<file path="config.mk">
export PLATFORM = sky130hd
export DESIGN_NAME = hostbus_slave
export DESIGN_NICKNAME = d
export VERILOG_FILES = /design/src/rtl/hostbus_slave.sv
export SDC_FILE = /design/constraint.sdc
export NUM_CORES = 1
export LEC_CHECK = 0
export BUFFER_PORTS_ARGS = -buffer_cell sky130_fd_sc_hd__buf_2
export CAP_MARGIN = 30
export CORE_UTILIZATION = 45
export CTS_CLUSTER_DIAMETER = 30
export DETAILED_ROUTE_END_ITERATION = 6
export PLACE_DENSITY = 0.6
export SLEW_MARGIN = 20
export SYNTH_ARGS = -nofsm -noshare
export SYNTH_HDL_FRONTEND = slang
export SYNTH_SLANG_ARGS = --single-unit
</file>
<file path="constraint.sdc">
create_clock -name clk -period 7.2 [get_ports clk]
set_input_delay 1.08 -clock clk [delete_from_list [all_inputs] [get_ports clk]]
set_output_delay 1.08 -clock clk [all_outputs]
set_load 0.1 [all_outputs]
</file>
<file path="src/rtl/hostbus_slave.sv">
module hostbus_slave #(
  parameter int DEPTH = 4,
  parameter int INC   = 4
) (
  input  logic        clk,
  input  logic        rst_n,
  input  logic        h_cs_n,
  input  logic        h_ds1,
  input  logic        h_ds2,
  input  logic [1:0]  h_sel,
  input  logic        h_rw,
  input  logic        h_half,
  input  logic [15:0] h_din,
  output logic [15:0] h_dout,
  output logic        h_doe,
  output logic        h_rdy_n,
  output logic        rd_req,
  output logic [31:0] rd_addr,
  input  logic        rd_ack,
  input  logic [31:0] rd_data,
  output logic        wr_valid,
  output logic [31:0] wr_addr,
  output logic [31:0] wr_data,
  input  logic        wr_ready
);
  localparam int PW = (DEPTH > 1) ? $clog2(DEPTH) : 1;
  localparam int SW = 23;

  typedef enum logic [1:0] {IDLE, FETCH, WAITB, DONE} st_t;

  logic [SW-1:0] s1, s2;
  always_ff @(posedge clk or negedge rst_n)
    if (!rst_n) begin
      s1 <= '1;
      s2 <= '1;
    end else begin
      s1 <= {h_cs_n, h_ds1, h_ds2, h_sel, h_rw, h_half, h_din};
      s2 <= s1;
    end

  wire        cs_s   = s2[22];
  wire        ds1_s  = s2[21];
  wire        ds2_s  = s2[20];
  wire [1:0]  sel_s  = s2[19:18];
  wire        rw_s   = s2[17];
  wire        half_s = s2[16];
  wire [15:0] din_s  = s2[15:0];

  wire strb = ~(ds1_s ^ ds2_s) | cs_s;
  logic strb_q;
  always_ff @(posedge clk or negedge rst_n)
    if (!rst_n) strb_q <= 1'b1;
    else        strb_q <= strb;
  wire fall = strb_q & ~strb;
  wire rise = ~strb_q & strb;

  st_t        st;
  logic [1:0] sel_l;
  logic       rw_l, half_l;
  logic [31:0] ctrl_r, addr_r, data_r;
  logic [15:0] hold_r;

  logic [31:0]  af [DEPTH];
  logic [31:0]  df [DEPTH];
  logic [PW-1:0] wp, rp;
  logic [PW:0]   cnt;

  wire full = (cnt == (PW+1)'(DEPTH));
  wire pop  = wr_valid & wr_ready;
  wire commit = (st == DONE) & rise & ~rw_l;
  wire push = commit & sel_l[1] & half_l;

  always_ff @(posedge clk or negedge rst_n)
    if (!rst_n) begin
      st     <= IDLE;
      sel_l  <= 2'b00;
      rw_l   <= 1'b0;
      half_l <= 1'b0;
      ctrl_r <= '0;
      addr_r <= '0;
      data_r <= '0;
      hold_r <= '0;
    end else begin
      case (st)
        IDLE:
          if (fall) begin
            sel_l  <= sel_s;
            rw_l   <= rw_s;
            half_l <= half_s;
            if (rw_s && sel_s[1] && !half_s)  st <= FETCH;
            else if (!rw_s && sel_s[1] && full) st <= WAITB;
            else                               st <= DONE;
          end
        FETCH:
          if (rise) st <= IDLE;
          else if (rd_ack) begin
            data_r <= rd_data;
            if (sel_l == 2'b10) addr_r <= addr_r + 32'(INC);
            st <= DONE;
          end
        WAITB:
          if (rise)       st <= IDLE;
          else if (!full) st <= DONE;
        DONE:
          if (rise) begin
            st <= IDLE;
            if (!rw_l) begin
              case (sel_l)
                2'b00: if (half_l) ctrl_r[31:16] <= din_s; else ctrl_r[15:0] <= din_s;
                2'b01: if (half_l) addr_r[31:16] <= din_s; else addr_r[15:0] <= din_s;
                default:
                  if (!half_l) hold_r <= din_s;
                  else if (sel_l == 2'b10) addr_r <= addr_r + 32'(INC);
              endcase
            end
          end
        default: st <= IDLE;
      endcase
    end

  always_ff @(posedge clk or negedge rst_n)
    if (!rst_n) begin
      wp  <= '0;
      rp  <= '0;
      cnt <= '0;
    end else begin
      if (push) begin
        af[wp] <= addr_r;
        df[wp] <= {din_s, hold_r};
        wp     <= (wp == PW'(DEPTH-1)) ? '0 : wp + 1'b1;
      end
      if (pop) rp <= (rp == PW'(DEPTH-1)) ? '0 : rp + 1'b1;
      cnt <= cnt + (PW+1)'(push) - (PW+1)'(pop);
    end

  logic [31:0] rsrc;
  always_comb
    case (sel_l)
      2'b00:   rsrc = ctrl_r;
      2'b01:   rsrc = addr_r;
      default: rsrc = data_r;
    endcase

  assign h_dout   = half_l ? rsrc[31:16] : rsrc[15:0];
  assign h_doe    = rw_l & (st != IDLE);
  assign h_rdy_n  = (st != DONE);
  assign rd_req   = (st == FETCH);
  assign rd_addr  = addr_r;
  assign wr_valid = (cnt != '0);
  assign wr_addr  = af[rp];
  assign wr_data  = df[rp];
endmodule


</file>
==> results.md <==
* Run status: finished clean
* Fillcell total at 2806
* Hold Vio Cnt, Final at 0
* Vias in the first global route at 10100
* Post-CTS sizing at 0
* Hpwl dp at 24.83 mm
* Core Region at 36870 um^2
* Max-Cap Viols at 0
* CTS tree: built
* Number of antenna diodes at 0
* Layout Utilization at 58.57%
* Min-Delay Path Class: reg2reg
* Max transition margin at 33.29%
* Synth Net Count at 1089
* Primary FF master, synth: edfxtp_1
* CP Class: reg2out
* Synth Area per Inst at 16.69 um^2
* DR WL/cell at 21.78 um
* Flops & latches, synth at 428
* Initial DRC count at 673
* Worst-margin pin slew at 1.001 ns
* FFs w/ async S/R, synth at 40.19%
* Area leader, netlist: edfxtp_1
* First-pass GRT wire length at 60.91 mm
* Tmin final at 4.183 ns
* CP startpoint kind: register
* Inserted Clock Buffers at 88
* Synth cell types at 55
* Area Overhead vs Synth at 27.24%
* Port Buffer Count at 174
* Maximum root-to-sink buffer count at 3
* CP max FO at 37
* Placed cell count at 1663
* H-tree levels at 3
* Hold_buf cts at 0
* Worst Path Arrival at 3.10 ns
* Via-to-Cell Ratio at 5.448
* Share of the synthesized area in the top cell type at 45.29%
* Post-Syn Area at 16970 um^2
* Number of clock sinks at 428
* Post-detailed-route DRC marker count at 0
* Clock Latency Late Sink at 0.58 ns
* Post-CTS Setup Bufs at 0
* Data required, critical path at 6.12 ns
* Total die area at 38500 um^2
* Final setup viols at 0
* CTS clk-pin slew, worst paths at 0.04 ns
* Vias at 9969
* Synth area leaders: edfxtp_1, dfrtp_1, mux4_2, dfstp_2, nand2_1
* Sequential share of the synthesized area at 71.00%
* Final nets at 1323
* Period Utilization, post-route at 58.10%
* Non-Filler Instances at 1830
* Layout cells sized above 1 at 39.52%
* RSZ-0062 raised after global routing: no
* Total grt overflow at 0
* Post-route setup TNS at 0 ns
* Routed Antenna Nets at 0
* Die X-Extent at 196.2 um
* Number of top-level pins at 175
* Die Ht at 196.2 um
* Synth Instances at 1017
* Largest net degree at the start of global routing at 69
* First drt pass iteration count at 7
* Root buffer cell: clkbuf_16
* FP Rows at 70
* Fmax at 239.1 MHz
* Ys Warns at 0
* Skew final at 0.01383 ns
* Starting Density at 46.03%
* Max Slew Vio Count at 0
* GRT Resource Usage Total at 21.28%
* EDFF count, synth at 256
* Total wire length at 39.85 mm
* RePlAce Congestion at 0.8014
* Initial antenna violation count at 1
* CP endpoint kind: output pin
## cell families after synthesis
group                      count (synthesis)  share of synthesized area (%)
AOI/OAI and AO/OA                        135                          4.939
xor gates and xnor gates                   4                         0.2065
adders and majority gates                 13                          1.003
buffers and inverters                     68                          1.578
DFF                                      428                          71.00
muxes                                    154                          15.39
and+or+nand+nor                          215                          5.883
## Yosys cell counts (all sizes together) (2+ instances only)
| cell type | n |
|---|---|
| ha | 12 |
| dfrtp | 125 |
| mux4 | 80 |
| nand2 | 127 |
| a21o | 3 |
| nand3b | 4 |
| nor2 | 25 |
| and3b | 2 |
| or3 | 4 |
| nor3b | 2 |
| o41ai | 2 |
| nand3 | 15 |
| xnor2 | 3 |
| a2bb2oi | 13 |
| o22ai | 18 |
| clkbuf | 31 |
| edfxtp | 256 |
| and4 | 7 |
| buf | 19 |
| inv | 18 |
| mux2i | 18 |
| mux2 | 56 |
| o32ai | 2 |
| and3 | 8 |
| nor3 | 4 |
| a31oi | 3 |
| dfstp | 47 |
| nand4 | 8 |
| and2 | 3 |
| o22a | 5 |
| o21ai | 20 |
| a21oi | 63 |
## routing by layer
metal / vias to the layer above / track usage (%) / routed length, um
met2: 356 / 32.62 / 18650
li1: 4421 / - / -
met4: 0 / 7.784 / 769
met5: - / 0 / 0
met3: 50 / 4.573 / 2397
met1: 5142 / 30.10 / 18040
## cell usage in the layout, fill, tap and decap left out, types with 5 or more instances in the layout
cell type / count
a21oi_1: 61
a2bb2oi_1: 12
and4_1: 7
buf_2: 173
buf_4: 14
bufinv_16: 13
clkbuf_1: 11
clkbuf_16: 92
clkinv_2: 17
clkinvlp_4: 11
dfrtp_1: 122
dfstp_2: 47
edfxtp_1: 256
ha_1: 12
inv_1: 18
inv_6: 9
mux2_1: 19
mux2_2: 37
mux2i_1: 18
mux4_2: 80
nand2_1: 127
nand3_1: 14
nand4_1: 8
nor2_1: 25
o21ai_0: 18
o22a_1: 5
o22ai_1: 17
## critical path, cell delays in order (launching register included)
cell	delay, ns
dfrtp_4	0.93
buf_4	0.62
mux4_2	0.60
buf_2	0.31
## through the flow
step	hold slack, ns	cell area, um^2	setup WS, ns
after floorplan	0.3452	16970	3.118
after global routing	0.3541	21600	2.792
final	0.3522	21600	3.017
after detailed placement	0.3468	18480	3.539
after global placement	0.3456	18410	3.550
after CTS	0.3498	21570	2.907
## layout make-up
class / count / area, um^2 / share of cell area [%]
multi-input combinational: 521 / 4671 / 21.63
sequential: 428 / 12060 / 55.83
tap: 504 / 630.6 / 2.920
clock buffer: 107 / 2399 / 11.11
clock inverter: 58 / 694.4 / 3.216
timing repair buffer: 194 / 1077 / 4.988
inverter: 18 / 67.56 / 0.3129
## sequential cells by signal, summed over array words and instances, names as in the netlist
| register | count |
|---|---|
| st | 2 |
| rw_l | 1 |
| cnt | 3 |
| data_r | 32 |
| df | 128 |
| rp | 2 |
| s2 | 23 |
| ctrl_r | 32 |
| rd_addr | 32 |
| strb_q | 1 |
| sel_l | 2 |
| wp | 2 |
| s1 | 23 |
| af | 128 |
| half_l | 1 |
| hold_r | 16 |
## worst paths after layout
kind	start	endpoint	slack, ns	depth (start not counted)
setup / recovery	rp[0]	wr_data[9]	3.02	3
hold / removal	s1[16]	s2[16]	0.35	0
setup reg to reg	st[1]	af[1][30]	3.73	6
hold reg to reg	s1[16]	s2[16]	0.35	0
max in group asynchronous	rst_n	hold_r[11]	5.47	2
min in group asynchronous	rst_n	data_r[27]	0.47	1
Power is left out: the tool's default activity adds up to more than one toggle a clock period on the data nets, which glitch-free logic cannot reach.
